===== src/rtl/mdio_gw_pkg.sv =====
// Package mdio_gw_pkg
// Shared field positions, frame geometry and command type for the gateway master.
// Assumes a 32-bit register interface and a 64-bit Clause-22 frame.
package mdio_gw_pkg;
    localparam int CNT_W      = 8;   // width of the timing fields
    localparam int DATA_W     = 16;
    localparam int MADDR_W    = 5;
    localparam int PREAMBLE   = 32;
    localparam int FRAME_BITS = 64;
    localparam int IDX_W      = $clog2(FRAME_BITS);
    localparam int TA_IDX     = PREAMBLE + 14;  // first turnaround bit
    localparam int DATA_IDX   = TA_IDX + 2;     // first data bit
    localparam int BUSY_BIT   = 30;
    localparam logic [1:0] OP_WR = 2'b01;
    localparam logic [1:0] OP_RD = 2'b10;
    localparam logic [31:0] CFG_KEEP = 32'hFFFF_FF17;

    // gateway command fields, bits 28:0 of the gateway word
    typedef struct packed {
        logic               st;
        logic [1:0]         op;
        logic [MADDR_W-1:0] phy;
        logic [MADDR_W-1:0] regad;
        logic [DATA_W-1:0]  data;
    } gw_cmd_t;

    // timing register layout
    typedef struct packed {
        logic [CNT_W-1:0] out_pt;
        logic [CNT_W-1:0] in_pt;
        logic [CNT_W-1:0] period;
        logic [2:0]       rsv_hi;
        logic             drive;
        logic             rsv_lo;
        logic             vsel;
        logic [1:0]       mode;
    } cfg_t;
endpackage


===== src/rtl/mdio_cfg_reg.sv =====
// Module mdio_cfg_reg
// Holds the timing register. Reserved bits are masked on write so they read 0.
// Mode, voltage and drive selects are stored only. Assumes a pre-decoded write strobe.
module mdio_cfg_reg
    import mdio_gw_pkg::*;
#(
    parameter int RST_PERIOD = 7,
    parameter int RST_IN_PT  = 6,
    parameter int RST_OUT_PT = 13
) (
    input  logic             clk,
    input  logic             rst_n,
    input  logic             wr,
    input  logic [31:0]      wdata,
    output logic [31:0]      rd,
    output logic [CNT_W-1:0] period,
    output logic [CNT_W-1:0] in_pt,
    output logic [CNT_W-1:0] out_pt
);
    localparam cfg_t CFG_RST = '{
        out_pt: CNT_W'(RST_OUT_PT),
        in_pt:  CNT_W'(RST_IN_PT),
        period: CNT_W'(RST_PERIOD),
        rsv_hi: 3'b000,
        drive:  1'b1,
        rsv_lo: 1'b0,
        vsel:   1'b1,
        mode:   2'b01
    };

    cfg_t cfg_q;

    // store the masked write value
    always_ff @(posedge clk) begin
        if (!rst_n) begin
            cfg_q <= CFG_RST;
        end else if (wr) begin
            cfg_q <= cfg_t'(wdata & CFG_KEEP);
        end
    end

    assign rd     = cfg_q;
    assign period = cfg_q.period;
    assign in_pt  = cfg_q.in_pt;
    assign out_pt = cfg_q.out_pt;
endmodule


===== src/rtl/mdio_clk_timer.sv =====
// Module mdio_clk_timer
// Phase counter for one MDC period of 2*(period+1) cycles. Gives MDC and the
// sample and change ticks. Assumes in_pt and out_pt lie inside the period.
module mdio_clk_timer
    import mdio_gw_pkg::*;
(
    input  logic             clk,
    input  logic             rst_n,
    input  logic             run,
    input  logic [CNT_W-1:0] period,
    input  logic [CNT_W-1:0] in_pt,
    input  logic [CNT_W-1:0] out_pt,
    output logic             mdc,
    output logic             smp_tick,
    output logic             chg_tick
);
    localparam int PH_W = CNT_W + 1;

    logic [PH_W-1:0] ph;
    logic [PH_W-1:0] ph_last;

    assign ph_last = {period, 1'b1};

    // phase runs 0..2P+1 while active, held at 0 otherwise
    always_ff @(posedge clk) begin
        if (!rst_n) begin
            ph <= '0;
        end else if (!run || ph == ph_last) begin
            ph <= '0;
        end else begin
            ph <= ph + 1'b1;
        end
    end

    assign mdc      = run && (ph <= {1'b0, period});
    assign smp_tick = run && (ph == {1'b0, in_pt});
    assign chg_tick = run && (ph == {1'b0, out_pt});
endmodule


===== src/rtl/mdio_frame_engine.sv =====
// Module mdio_frame_engine
// Serialises the 64-bit Clause-22 frame and collects read data. The bit index
// advances on each change tick. Assumes the sample tick comes before the change tick.
module mdio_frame_engine
    import mdio_gw_pkg::*;
(
    input  logic              clk,
    input  logic              rst_n,
    input  logic              active,
    input  logic              chg_tick,
    input  logic              smp_tick,
    input  gw_cmd_t           cmd,
    input  logic              mdio_i,
    output logic              mdio_o,
    output logic              mdio_oe,
    output logic              frame_done,
    output logic [IDX_W-1:0]  bit_idx,
    output logic [DATA_W-1:0] rx_data
);
    localparam logic [IDX_W-1:0] LAST_IDX = IDX_W'(FRAME_BITS - 1);

    logic [FRAME_BITS-1:0] frame;
    logic                  is_read;
    logic                  at_last;

    assign frame   = {{PREAMBLE{1'b1}}, 2'b01, cmd.op, cmd.phy, cmd.regad, 2'b10, cmd.data};
    assign is_read = (cmd.op == OP_RD);
    assign at_last = (bit_idx == LAST_IDX);

    // bit position inside the frame
    always_ff @(posedge clk) begin
        if (!rst_n) begin
            bit_idx <= '0;
        end else if (!active) begin
            bit_idx <= '0;
        end else if (chg_tick && !at_last) begin
            bit_idx <= bit_idx + 1'b1;
        end
    end

    // shift in PHY data during the data bits
    always_ff @(posedge clk) begin
        if (!rst_n) begin
            rx_data <= '0;
        end else if (!active) begin
            rx_data <= '0;
        end else if (smp_tick && bit_idx >= IDX_W'(DATA_IDX)) begin
            rx_data <= {rx_data[DATA_W-2:0], mdio_i};
        end
    end

    assign mdio_o     = frame[LAST_IDX - bit_idx];
    assign mdio_oe    = active && !(is_read && bit_idx >= IDX_W'(TA_IDX));
    assign frame_done = active && chg_tick && at_last;
endmodule


===== src/rtl/mdio_gw_master.sv =====
// Module mdio_gw_master
// Top of the gateway master. Decodes the two registers, holds the gateway
// command and busy flag, and runs the timer and the frame engine. Assumes
// word-aligned accesses at byte offsets 0x0 and 0x4.
module mdio_gw_master
    import mdio_gw_pkg::*;
#(
    parameter int RST_PERIOD = 7,
    parameter int RST_IN_PT  = 6,
    parameter int RST_OUT_PT = 13,
    parameter int BUS_AW     = 3
) (
    input  logic              clk,
    input  logic              rst_n,
    input  logic              reg_wr,
    input  logic [BUS_AW-1:0] reg_addr,
    input  logic [31:0]       reg_wdata,
    output logic [31:0]       reg_rdata,
    output logic              mdc,
    output logic              mdio_o,
    output logic              mdio_oe,
    input  logic              mdio_i
);
    localparam logic [BUS_AW-1:0] GW_OFS  = BUS_AW'(0);
    localparam logic [BUS_AW-1:0] CFG_OFS = BUS_AW'(4);

    logic              gw_wr;
    logic              cfg_wr;
    logic              gw_busy;
    gw_cmd_t           cmd;
    logic              frame_done;
    logic              chg_tick;
    logic              smp_tick;
    logic [IDX_W-1:0]  bit_idx;
    logic [DATA_W-1:0] rx_data;
    logic [31:0]       cfg_rd;
    logic [CNT_W-1:0]  period;
    logic [CNT_W-1:0]  in_pt;
    logic [CNT_W-1:0]  out_pt;

    assign gw_wr  = reg_wr && (reg_addr == GW_OFS);
    assign cfg_wr = reg_wr && (reg_addr == CFG_OFS);

    // gateway command, busy flag and read-back of PHY data
    always_ff @(posedge clk) begin
        if (!rst_n) begin
            cmd     <= '0;
            gw_busy <= 1'b0;
        end else if (gw_wr && !(gw_busy && reg_wdata[BUSY_BIT])) begin
            cmd     <= gw_cmd_t'(reg_wdata[$bits(gw_cmd_t)-1:0]);
            gw_busy <= reg_wdata[BUSY_BIT];
        end else if (frame_done) begin
            gw_busy <= 1'b0;
            if (cmd.op == OP_RD) begin
                cmd.data <= rx_data;
            end
        end
    end

    // register read mux
    always_comb begin
        reg_rdata = '0;
        if (reg_addr == GW_OFS) begin
            reg_rdata = {1'b0, gw_busy, 1'b0, cmd};
        end else if (reg_addr == CFG_OFS) begin
            reg_rdata = cfg_rd;
        end
    end

    mdio_cfg_reg #(
        .RST_PERIOD (RST_PERIOD),
        .RST_IN_PT  (RST_IN_PT),
        .RST_OUT_PT (RST_OUT_PT)
    ) i_cfg (
        .clk    (clk),
        .rst_n  (rst_n),
        .wr     (cfg_wr),
        .wdata  (reg_wdata),
        .rd     (cfg_rd),
        .period (period),
        .in_pt  (in_pt),
        .out_pt (out_pt)
    );

    mdio_clk_timer i_timer (
        .clk      (clk),
        .rst_n    (rst_n),
        .run      (gw_busy),
        .period   (period),
        .in_pt    (in_pt),
        .out_pt   (out_pt),
        .mdc      (mdc),
        .smp_tick (smp_tick),
        .chg_tick (chg_tick)
    );

    mdio_frame_engine i_engine (
        .clk        (clk),
        .rst_n      (rst_n),
        .active     (gw_busy),
        .chg_tick   (chg_tick),
        .smp_tick   (smp_tick),
        .cmd        (cmd),
        .mdio_i     (mdio_i),
        .mdio_o     (mdio_o),
        .mdio_oe    (mdio_oe),
        .frame_done (frame_done),
        .bit_idx    (bit_idx),
        .rx_data    (rx_data)
    );
endmodule


===== config.mk =====
export PLATFORM = sky130hd
export DESIGN_NAME = mdio_gw_master
export DESIGN_NICKNAME = d
export VERILOG_FILES = /design/src/rtl/mdio_gw_pkg.sv /design/src/rtl/mdio_cfg_reg.sv /design/src/rtl/mdio_clk_timer.sv /design/src/rtl/mdio_frame_engine.sv /design/src/rtl/mdio_gw_master.sv
export SDC_FILE = /design/constraint.sdc
export NUM_CORES = 1
export LEC_CHECK = 0
export BUFFER_PORTS_ARGS = -buffer_cell sky130_fd_sc_hd__buf_2
export CORE_MARGIN = 4
export CORE_UTILIZATION = 57
export DETAILED_ROUTE_END_ITERATION = 8
export PLACE_DENSITY = 0.86
export SLEW_MARGIN = 5
export SYNTH_ARGS = -nofsm -noshare
export SYNTH_HDL_FRONTEND = slang
export SYNTH_SLANG_ARGS = --single-unit

===== constraint.sdc =====
create_clock -name clk -period 2.56 [get_ports clk]
set_input_delay 0 -clock clk [delete_from_list [all_inputs] [get_ports clk]]
set_output_delay 0 -clock clk [all_outputs]
set_load 0.1 [all_outputs]

==> metrics.cfg <==
[placement]
portBuffers = 73
dpl_worst_slack_ns = 0.219
place.gp.congestion = 0.953
place_hpwl_um = 8540

[worst_setup_path]
rr_endpoint = i_engine.bit_idx[5]$_SDFFE_PN0P_
r2r_slack_ns = 0.17
worstPathArrival_ns = 2.46
critPathKind = flop to primary output
crit_path_start_kind = flop
crit_path_end_kind = primary output
cp_max_fo = 8
crit_required_ns = 2.56
reg2regPathDepth = 5
r2r-start = gw_busy$_SDFFE_PN0P_

[sta]
setup_violations = 0
postLayoutSetupSlackWorst_ns = 0.0996
timing.fmax_mhz = 406
layout_min_cycle_time_ns = 2.46
setup_tns_ns = 0
post-route-period-util_pct = 96.1
worst_pin_slew_ns = 1.08
final-hold-violation-count = 0
rsz0062_at_grt = no
slew_violations = 0
maxSlewHeadroom_pct = 27.7
fin_skew_ns = 0.00915

[synthesis]
synthArstFlopShare_pct = 0
synth_seq_cells = 89
syn_inst = 530
syn_area_um2 = 4560
avgSynthCellArea_um2 = 8.61
synth-main-ff-cell = dfxtp_1
synth.net_count = 579
synth_edf_count = 0
yosys_warnings = 0
synth_cell_types = 48
synth-seq-area-share_pct = 39.0

[floorplan]
start_util_pct = 58.7
dieArea_um2 = 9500
die_x_um = 97.5
num_rows = 32
die_h_um = 97.5
io_pins = 74
core-area_um2 = 7770

[detailed_routing]
drc = 0
first_pass_iters = 5
drt-total-wl_um = 12500
vias = 4330
wl_per_cell_um = 17.2
via_per_inst = 5.95
drtIter0Drc = 441
ant_nets = 0

[cts]
path_clk_slew_ns = 0.09
cts_buffer_depth = 2
clk_latency_ns = 0.35
cts_tree = done
numCtsBuffers = 9
postCtsSetupRepairBufs = 0
htreeDepth = 3
cts_root_buf = clkbuf_8
clock_sinks = 89

[final_layout]
utilization_pct = 71.2
syn_to_final_growth_pct = 21.2
final_cell_mix = 95 x nand2_1, 87 x dfxtp_1, 73 x buf_2
nets = 671
drive_gt1_share_pct = 19.6
diodes = 0
mostFrequentLayoutCell = nand2_1

[global_routing]
grt_pass1_wl_um = 20600
antenna_found_initial = 0
grt_remaining_overflow = 0
grt_pass1_vias = 4326
track_usage_pct = 26.4
grt_start_max_net_pins = 59

[run_status]
outcome = completed

[pwr]
powerDensity_nw_per_um2 = 488
power.total_mw = 2.70
p_leak_nw = 2.40
irDropWorstVdd_v = 0.000268

[hold_path]
hold_end = i_engine.bit_idx[3]$_SDFFE_PN0P_
min_from = rst_n
min_path_type = input port to flop
hold_path_depth = 4

[job]
drv_cap = 0

[how the worst max path moves through the flow]
stage	from	end	slack, ns	cells past startpoint
2_1_floorplan	i_timer.ph[3]$_SDFF_PP0_	i_engine.bit_idx[2]$_SDFFE_PN0P_	0.33	7
3_3_place_gp	i_timer.ph[8]$_SDFF_PP0_	i_engine.bit_idx[5]$_SDFFE_PN0P_	0.29	5
3_5_place_dp	gw_busy$_SDFFE_PN0P_	i_engine.bit_idx[5]$_SDFFE_PN0P_	0.22	5
4_1_cts	i_engine.bit_idx[0]$_SDFFE_PN0P_	mdio_o	0.07	5
5_1_grt	i_engine.bit_idx[1]$_SDFFE_PN0P_	mdio_o	0.03	5
6_report	i_engine.bit_idx[1]$_SDFFE_PN0P_	mdio_o	0.1	5
[cells in the mapped netlist (all sizes together) (8+ instances only)]
master	instances	area share [%]
nand2	95	7.8
dfxtp	89	39
clkbuf	35	2.9
mux2i	34	7.5
nor2	32	2.6
a21boi	30	4.9
a22o	26	5.0
o21ai	23	2.5
nand3	21	2.3
a21oi	20	2.2
xor2	17	3.4
inv	14	1.2
xnor2	14	2.7
ha	10	2.7
and2	8	1.1
[sequential cells by signal, summed over array words and instances, names as in the netlist]
| signal | count |
|---|---|
| cmd | 29 |
| gw_busy | 1 |
| i_cfg.in_pt | 8 |
| i_cfg.out_pt | 8 |
| i_cfg.period | 8 |
| i_cfg.rd | 4 |
| i_engine.bit_idx | 6 |
| i_engine.rx_data | 16 |
| i_timer.ph | 9 |
[per-stage QoR]
stage | hold WS (ns) | area, um^2 | instances
final | 0.0544 | 5530 | 728
after floorplan | 0.124 | 4570 | 530
after CTS | 0.0424 | 5530 | 728
after global placement | 0.225 | 5000 | 680
after detailed placement | 0.231 | 5000 | 680
after global routing | 0.0763 | 5530 | 728
[cell type report]
class / count / area [um^2]
fill: 590 / 2240
clock buffer: 10 / 128
inverter: 14 / 52.6
clock inverter: 5 / 66.3
multi-input combinational: 385 / 2550
timing repair buffer: 123 / 823
tap: 102 / 128
sequential: 89 / 1780
[kinds of logic after synthesis]
family                     share of synthesized area, %
and+or+nand+nor                                    18.4
adders and majority gates                          2.74
xor gates and xnor gates                           6.11
muxes                                              10.4
buffers and inverters                              5.40
AOI/OAI and AO/OA                                  17.9
DFF                                                39.0
[layer usage]
metal | share of wire (%) | track usage [%]
met5 | 0 | 0
met4 | 3.0 | 11.6
met3 | 7.6 | 4.59
met2 | 48 | 44.2
met1 | 41 | 33.1
[timing repair]
| action | in CTS | in global routing |
|---|---|---|
| hold endpoints to repair | 58 | 0 |
| cloned | 0 | 0 |
| gates resized for setup | 1 | 1 |
| hold buffers | 33 | 0 |
| endpoints found under the setup margin | 1 | 1 |
[power by group]
group / total (mW) / switching, mW / internal [mW]
sequential: 1.43 / 0.0247 / 1.41
combinational: 0.302 / 0.189 / 0.113
clock: 0.962 / 0.505 / 0.457
total: 2.70 / 0.719 / 1.98
[critical path, cell delays in order (launching register included)]
cell	delay (ns)
dfxtp_2	0.46
mux4_2	0.52
or4b_2	0.61
nand4_1	0.13
a21oi_2	0.08
buf_2	0.30
(Power assumes the default switching activity.)
